### src/rtl/perm_chk_pkg.sv
package perm_chk_pkg;
  typedef logic [2:0] perm_t;
  localparam logic [1:0] MODE_MACH = 2'd3;
  localparam logic [1:0] MATCH_OFF = 2'd0;
  localparam perm_t      PERM_ALL  = 3'b111;

  function automatic logic perm_covers(input perm_t granted, input perm_t want);
    return (want & granted) == want;
  endfunction
endpackage

### src/rtl/perm_entry_eval.sv
module perm_entry_eval
  import perm_chk_pkg::*;
#(
  parameter int AW = 32
) (
  input  logic [AW-1:0] first_b,
  input  logic [AW-1:0] last_b,
  input  logic [AW-1:0] lo,
  input  logic [AW-1:0] hi,
  input  logic [7:0]    cfg,
  input  logic          lock,
  input  logic [1:0]    mode,
  input  perm_t         want,
  output logic          active,
  output logic          decide,
  output logic          pass
);
  logic  in_first, in_last;
  perm_t granted;

  always_comb begin
    active   = cfg[4:3] != MATCH_OFF;
    in_first = (first_b >= lo) && (first_b <= hi);
    in_last  = (last_b  >= lo) && (last_b  <= hi);
    granted  = (mode == MODE_MACH && !lock) ? PERM_ALL : perm_t'(cfg[2:0]);
    // straddle (one end in) or full containment both settle the access
    decide   = active && (in_first || in_last);
    pass     = active && in_first && in_last && perm_covers(granted, want);
  end
endmodule

### src/rtl/perm_first_pick.sv
module perm_first_pick #(
  parameter int N  = 8,
  parameter int IW = 3
) (
  input  logic [N-1:0]  decide,
  input  logic [N-1:0]  pass,
  output logic          hit,
  output logic [IW-1:0] idx,
  output logic          pass_sel
);
  always_comb begin
    hit      = 1'b0;
    idx      = '0;
    pass_sel = 1'b0;
    // descending walk so the lowest deciding index is written last
    for (int i = N - 1; i >= 0; i--) begin
      if (decide[i]) begin
        hit      = 1'b1;
        idx      = IW'(i);
        pass_sel = pass[i];
      end
    end
  end
endmodule

### src/rtl/prio_perm_check.sv
module prio_perm_check
  import perm_chk_pkg::*;
#(
  parameter int N        = 8,
  parameter int AW       = 32,
  parameter int SW       = 8,
  parameter int DEF_SIZE = 4,
  localparam int IW      = (N > 1) ? $clog2(N) : 1
) (
  input  logic          clk,
  input  logic          rst,
  input  logic          req_valid,
  input  logic [AW-1:0] req_addr,
  input  logic [SW-1:0] req_size,
  input  logic [2:0]    req_want,
  input  logic [1:0]    req_mode,
  input  logic [N*AW-1:0] ent_lo,
  input  logic [N*AW-1:0] ent_hi,
  input  logic [N*8-1:0]  ent_cfg,
  input  logic [N-1:0]    ent_lock,
  output logic          rsp_done,
  output logic          rsp_allow,
  output logic          rsp_hit,
  output logic [IW-1:0] rsp_idx
);
  logic [AW-1:0] eff_size, last_b;
  logic [N-1:0]  act_v, dec_v, pass_v;
  logic          any_act, hit_c, pass_c, allow_c;
  logic [IW-1:0] idx_c;

  always_comb begin
    eff_size = (req_size == '0) ? AW'(DEF_SIZE) : AW'(req_size);
    last_b   = req_addr + eff_size - AW'(1);
  end

  for (genvar g = 0; g < N; g++) begin : g_ent
    perm_entry_eval #(.AW(AW)) u_eval (
      .first_b (req_addr),
      .last_b  (last_b),
      .lo      (ent_lo[g*AW +: AW]),
      .hi      (ent_hi[g*AW +: AW]),
      .cfg     (ent_cfg[g*8 +: 8]),
      .lock    (ent_lock[g]),
      .mode    (req_mode),
      .want    (perm_t'(req_want)),
      .active  (act_v[g]),
      .decide  (dec_v[g]),
      .pass    (pass_v[g])
    );
  end

  perm_first_pick #(.N(N), .IW(IW)) u_pick (
    .decide   (dec_v),
    .pass     (pass_v),
    .hit      (hit_c),
    .idx      (idx_c),
    .pass_sel (pass_c)
  );

  always_comb begin
    any_act = |act_v;
    if (hit_c) allow_c = pass_c;
    else       allow_c = (req_mode == MODE_MACH);
  end

  always_ff @(posedge clk) begin
    if (rst) begin
      rsp_done  <= 1'b0;
      rsp_allow <= 1'b0;
      rsp_hit   <= 1'b0;
      rsp_idx   <= '0;
    end else begin
      rsp_done <= req_valid;
      if (req_valid) begin
        rsp_allow <= allow_c;
        rsp_hit   <= hit_c;
        rsp_idx   <= idx_c;
      end
    end
  end

  AST_DONE_AFTER_VALID: assert property (@(posedge clk) disable iff (rst)
    req_valid |=> rsp_done);
  AST_NO_SPURIOUS_DONE: assert property (@(posedge clk) disable iff (rst)
    !req_valid |=> !rsp_done);
  AST_EMPTY_MACH_OK: assert property (@(posedge clk) disable iff (rst)
    (req_valid && !any_act && req_mode == MODE_MACH) |=> (rsp_allow && !rsp_hit));
  AST_EMPTY_OTHER_NO: assert property (@(posedge clk) disable iff (rst)
    (req_valid && !any_act && req_mode != MODE_MACH) |=> (!rsp_allow && !rsp_hit));
  AST_NONMACH_NEEDS_HIT: assert property (@(posedge clk) disable iff (rst)
    (req_valid && req_mode != MODE_MACH) |=> (!rsp_allow || rsp_hit));
  AST_IDX_ZERO_NO_HIT: assert property (@(posedge clk) disable iff (rst)
    (rsp_done && !rsp_hit) |-> (rsp_idx == '0));
endmodule

### config.mk
export PLATFORM = sky130hd
export DESIGN_NAME = prio_perm_check
export DESIGN_NICKNAME = d
export VERILOG_FILES = /design/src/rtl/perm_chk_pkg.sv /design/src/rtl/perm_entry_eval.sv /design/src/rtl/perm_first_pick.sv /design/src/rtl/prio_perm_check.sv
export SDC_FILE = /design/constraint.sdc
export NUM_CORES = 1
export LEC_CHECK = 0
export ABC_CLOCK_PERIOD_IN_PS = 7400
export BUFFER_PORTS_ARGS = -buffer_cell sky130_fd_sc_hd__buf_4
export CAP_MARGIN = 0
export CORE_AREA = 2 2 248 250
export CTS_CLUSTER_DIAMETER = 40
export DETAILED_ROUTE_END_ITERATION = 6
export DIE_AREA = 0 0 250 252
export PLACE_DENSITY = 0.69
export SKIP_CTS_REPAIR_TIMING = 1
export SLEW_MARGIN = 20
export SYNTH_ARGS = -nofsm -noshare
export SYNTH_HDL_FRONTEND = slang
export SYNTH_SLANG_ARGS = --single-unit
### constraint.sdc
create_clock -name clk -period 7.4 [get_ports clk]
set_clock_uncertainty 0.1 [all_clocks]
set_input_delay 1.48 -clock clk [delete_from_list [all_inputs] [get_ports clk]]
set_output_delay 1.48 -clock clk [all_outputs]
set_load 0.02 [all_outputs]
-- Word-level counts from Yosys, hierarchy flattened
Index checks and enable logic that the tools add are counted.
- equality and inequality tests: 9
- $lt $le $gt $ge: 32
- add/sub/neg operators: 2
- div/mod/pow operators: 0
- multiplexer cells: 34
- multipliers: 0
- shift operators: 0
- reductions and logical operators: 81
- bitwise operators: 8
- operators with widths (kind ; number):
    >= comparator 32 bit ; 16
    <= comparator 32 bit ; 16
    logical AND 1 bit ; 56
    2-to-1 mux 3 bit ; 16
    adder 32 x 8 -> 32 bit ; 1
    subtractor 32 x 1 -> 32 bit, second input constant ; 1
    bitwise AND 3 bit ; 8
    == test 3 bit ; 8
    2-to-1 mux 1 bit ; 17
    nonzero test 2 bit ; 8
    logical NOT 1 bit ; 8
    logical NOT 8 bit ; 1
    logical OR 1 bit ; 8
    2-to-1 mux 8 bit ; 1
    == test 2 bit, second input constant ; 1
- output and inout port bits: 6
- bits in registers: 6
- bits in latches: 0
- bits of input ports: 632
- RAM bits: 0
- memories kept: 0
- memory bits (read-only): 0
- word-level logic and storage cells: 170

-- Longest topological paths before layout
- depth in word-level cells: 17
- gate-level depth with buffers: 27
- mapped depth without buffers: 27

-- Modules after synthesis
A second synthesis with hierarchy kept.
- cells, all modules: 3498
- area, all modules: 26030.0 µm²
- by module, submodules not included (module ; cells each ; area each (µm²) ; instances ; sequential area each (µm²)):
    perm_entry_eval ; 396 ; 2974.1 ; 8 ; 0.0
    prio_perm_check ; 302 ; 2095.8 ; 1 ; 120.1
    perm_first_pick ; 28 ; 141.4 ; 1 ; 0.0

-- Worst setup path before layout
No wires, ideal clock.
- path type: input -> register
- from: input req_size[6]
- to: register rsp_allow
- setup slack: 125 ps
- setup time: 144 ps
- buffers on the path: 0
- cell stages on the path: 26
- required time: 7156 ps
- arrival: 7031 ps
- cells stage by stage: nor4_1 a41oi_1 ha_1 inv_1 ha_1 a21oi_1 o22ai_1 o21ai_0 a21o_1 a31oi_1 o2111ai_1 a311oi_1 a211o_1 a21oi_1 xnor2_1 ha_1 nand4_1 nor2_1 a221oi_1 nand2_1 o311a_1 a21oi_1 a21oi_1 a32o_1 a2111oi_0 a311oi_1
- longest elaborated chain between the ends: 17
- elaborated cells between the ends (all ways): 77
- classes of those cells: 2 x add/sub; 16 x order compare; 18 x mux; 41 x reduce/logical
- RTL lines (item ; line ; text):
    start: declaration ; prio_perm_check.sv:14 ; input logic [SW-1:0] req_size,
    logical NOT 8 bit ; prio_perm_check.sv:32 ; eff_size = (req_size == '0) ? AW'(DEF_SIZE) : AW'(req_size);
    2-to-1 mux 8 bit (*) ; prio_perm_check.sv:32 ;
    adder 32 x 8 -> 32 bit (*) ; prio_perm_check.sv:33 ; last_b = req_addr + eff_size - AW'(1);
    subtractor 32 x 1 -> 32 bit (*) ; prio_perm_check.sv:33 ;
    >= comparator 32 bit or <= comparator 32 bit (tied branches) ; perm_entry_eval.sv:24 ; in_last = (last_b >= lo) && (last_b <= hi);
    logical AND 1 bit ; perm_entry_eval.sv:24 ;
    logical AND 1 bit or logical OR 1 bit (tied branches) ; perm_entry_eval.sv:28, perm_entry_eval.sv:27 ;
    logical AND 1 bit (on tied branches) ; perm_entry_eval.sv:28, perm_entry_eval.sv:27 ;
    2-to-1 mux 1 bit (8 in series) ; perm_first_pick.sv:17 ; if (decide[i]) begin
    2-to-1 mux 1 bit (*) ; prio_perm_check.sv:62 ; if (hit_c) allow_c = pass_c;
    end signal: assignment ; prio_perm_check.sv:75 ; rsp_allow <= allow_c;
    end: declaration ; prio_perm_check.sv:22 ; output logic rsp_allow,
Every way passes the cells marked *; elsewhere a longest branch is shown, timed or not.
A chain may end at the register's enable or synchronous reset.

-- Worst setup path in the final report
Same ends and word-level chain as after synthesis.

==> metrics.csv <==
stage,metric,value,unit
status,status,finished with violations,
status,failing checks,setup timing,
global_route,global-route wire length before repair,174.7,mm
floorplan,Die X,250,µm
setup_path,worst r2r src,rsp_idx[0],
route,drc violations,0,
setup_path,CP Class,primary input to flip-flop,
yosys,syn nets,5115,
clock_tree,root buffer cell,clkbuf_16,
setup_path,reg-to-reg endpoint,rsp_idx[0],
setup_path,Worst setup EP type,flip-flop,
route,routed len/inst,23.86,µm
global_route,vias in the first global route,28660,
final_layout,fin cells,5110,
placement,Post-DP Area,0.03428,mm²
setup_path,Reg2Reg Setup Slack,6.49,ns
setup_path,Critical Path RT,7.45,ns
timing,min cycle time layout,7.453,ns
yosys,mapped cell area,0.02605,mm²
route,Routed WL,121.9,mm
placement,HPWL after DPL,105.0,mm
setup_path,CP max stage delay,0.47,ns
timing,final worst slack,-0.05294,ns
timing,final hold violations,0,
yosys,post-synthesis cell count,3420,
floorplan,Row Count,90,
route,drt initial violations,2380,
clock_tree,TritonCTS clock tree,done,
clock_tree,Clock Path Buffers,2,
final_layout,Final Util,0.5801,
timing,Max Transition Viols Final,0,
final_layout,Nets,6024,
setup_path,worst path bufs/invs,9,
placement,Inst Count DP,5094,
yosys,synth warn,0,
floorplan,Chip Height,252,µm
final_layout,Layout area overhead,33.93,%
setup_path,critical path depth,32,
run,Max-cap violations,0,
power,PwrDens,121.7,mW/mm²
timing,period utilization,1.007,
yosys,part of the Yosys area used for sequential elements,0.004612,
timing,RSZ-0062 raised after global routing,true,
route,via count,30196,
clock_tree,Clock Pin Slew Worst Setup and Hold Paths,0.04,ns
setup_path,beginning of the critical path,req_size[6],
setup_path,crit path max fanout,5,
timing,worst slew pin tran,1.294,ns
clock_tree,clk sink count,6,
power,LEAKAGE,19.61,nW
final_layout,share of cells above drive strength 1,0.2350,
route,Vias/cell,5.909,
global_route,maximum number of pins on one net before global-route repair,19,
final_layout,most frequent cells in the layout,"ha_1, buf_4, inv_1",
global_route,global route total overflow,0,
floorplan,Initial Util,0.4331,
clock_tree,Worst-Skew Late Latency,0.23,ns
setup_path,"Slowest-stage cell, CP",a211oi_1,
setup_path,CP arrival,7.50,ns
route,Routed Antenna Nets,0,
power,Peak VDD IR,0.00008329,V
hold_path,Hold WC Path Type,flip-flop to flip-flop,
placement,gpl congestion,1.017,
global_route,Tot GR Track Use,0.3669,
setup_path,Top Family by Delay on Critical Path,compound AO/OA/AOI/OAI gates,
setup_path,Reg2Reg Depth,2,
clock_tree,cts bufs inserted,3,
setup_path,crit path launch type,primary input,
final_layout,"final std cell area, no fill",0.03488,mm²
floorplan,IO Pins,638,
floorplan,Core ar.,0.06013,mm²
final_layout,"most common cell after layout, fill and taps aside",ha_1,
global_route,initial antenna violation count,6,
yosys,Mean Syn Cell Area,7.616,µm²
floorplan,Die Area,0.06300,mm²
yosys,Seq cells post-synth,6,
route,First-pass DRT Iterations,5,
placement,PortBufs,613,
yosys,count of cell types in the netlist,69,
timing,Max Clk Rate,134.2,MHz
yosys,Post-synth EDFFs,0,
timing,Setup-failing EPs final,2,
timing,max_slew headroom,0.1297,
yosys,Async SR Flop Fraction,0,
clock_tree,CTS H-Tree Depth,1,
setup_path,most frequent CP cell,buf_4,
setup_path,Critical Path End,rsp_allow,
yosys,Most used DFF post-synth,dfxtp_1,
final_layout,FILL cells,5675,
-- cells in the mapped netlist, types with 14 or more instances --
cell       number  area, µm²
a2111oi_0      17      148.9
a211o_1        20      175.2
a211oi_1       77      578.1
a21o_1        108      810.8
a21oi_1       314       1572
a221oi_1       21      183.9
a31oi_1        22      137.6
and3_1         21      131.4
and4_1         25      219.0
ha_1         1062      13290
inv_1         588       2207
nand2_1       191      716.9
nand2b_1       25      156.4
nand3_1        75      375.4
nand4_1       155      969.7
nor2_1        128      480.5
nor2b_1        35      219.0
nor3_1         51      255.2
nor4_1         20      125.1
o211ai_1       48      360.4
o21a_1         25      187.7
o21ai_0       175      875.8
o21bai_1       14      105.1
o22ai_1        23      143.9
or2_2          14      87.58
xnor2_1        21      183.9
-- worst min-delay path: stages (launching register included) --
cell and delay, ns:
dfxtp_1 0.30, nand2_1 0.06, a21oi_1 0.06
-- routing by layer --
| layer | global-route usage | vias to the layer above | part of all wire | routed length (µm) |
|---|---|---|---|---|
| met5 | 0 | - | 0.00043 | 53 |
| met1 | 0.4676 | 13691 | 0.41 | 49810 |
| met4 | 0.1909 | 8 | 0.065 | 7925 |
| met3 | 0.05458 | 352 | 0.091 | 11060 |
| li1 | - | 14657 | - | - |
| met2 | 0.5993 | 1488 | 0.44 | 53070 |
-- stage by stage --
step	setup WS, ns	power, W	TNS (ns)	hold WS [ns]
2_1_floorplan	0.1253	0.002082	0	0.4304
3_3_place_gp	-0.7942	0.003886	-2.821	0.3535
3_5_place_dp	-0.7910	0.003944	-2.949	0.3643
4_1_cts	-0.6193	0.004061	-2.053	0.3686
5_1_grt	-0.3208	0.004647	-0.6555	0.4058
6_report	-0.05294	0.004245	-0.05535	0.3751
-- state kept, by name (all words and copies together) (netlist names) --
| register | cells |
|---|---|
| rsp_idx | 3 |
| rsp_allow | 1 |
| rsp_done | 1 |
| rsp_hit | 1 |
-- logic make-up (layout without fill, tap and decap cells) --
| family | count (synthesis) | after routing | synth area share |
|---|---|---|---|
| AOI/OAI and AO/OA | 961 | 961 | 0.2372 |
| xor gates and xnor gates | 28 | 28 | 0.009416 |
| buffers and inverters | 588 | 1495 | 0.08474 |
| and+or+nand+nor | 774 | 774 | 0.1531 |
| DFF | 6 | 6 | 0.004612 |
| adders and majority gates | 1063 | 1063 | 0.5109 |
| other | 0 | 1 | 0 |
-- how the worst min path moves through the flow --
stage / cells after the start / slack [ns] / to / start
floorplan: 2 / 0.43 / rsp_idx[1] / rsp_idx[1]
global placement: 2 / 0.35 / rsp_idx[2] / rsp_idx[2]
detailed placement: 2 / 0.36 / rsp_idx[2] / rsp_idx[2]
CTS: 2 / 0.37 / rsp_idx[2] / rsp_idx[2]
global route: 2 / 0.41 / rsp_idx[2] / rsp_idx[2]
finish: 2 / 0.38 / rsp_idx[2] / rsp_idx[2]
-- final cells by class --
type	instances	area [µm²]	area share
clock buffer	3	75.07	0.002152
timing repair buffer	904	7159	0.2052
tap	782	978.4	0.02805
antenna	1	2.502	0.00007173
multi-input combinational	2826	24340	0.6978
sequential	6	120.1	0.003443
inverter	588	2207	0.06327
-- where the power goes --
part           internal [W]  total (W)  switching [W]  leakage, nW
Combinational       0.00186    0.00411        0.00225         19.5
Clock             0.0000699  0.0000931      0.0000232       0.0370
Sequential        0.0000369  0.0000427     0.00000580       0.0495
Note: power is estimated with default switching activity, not from simulation.
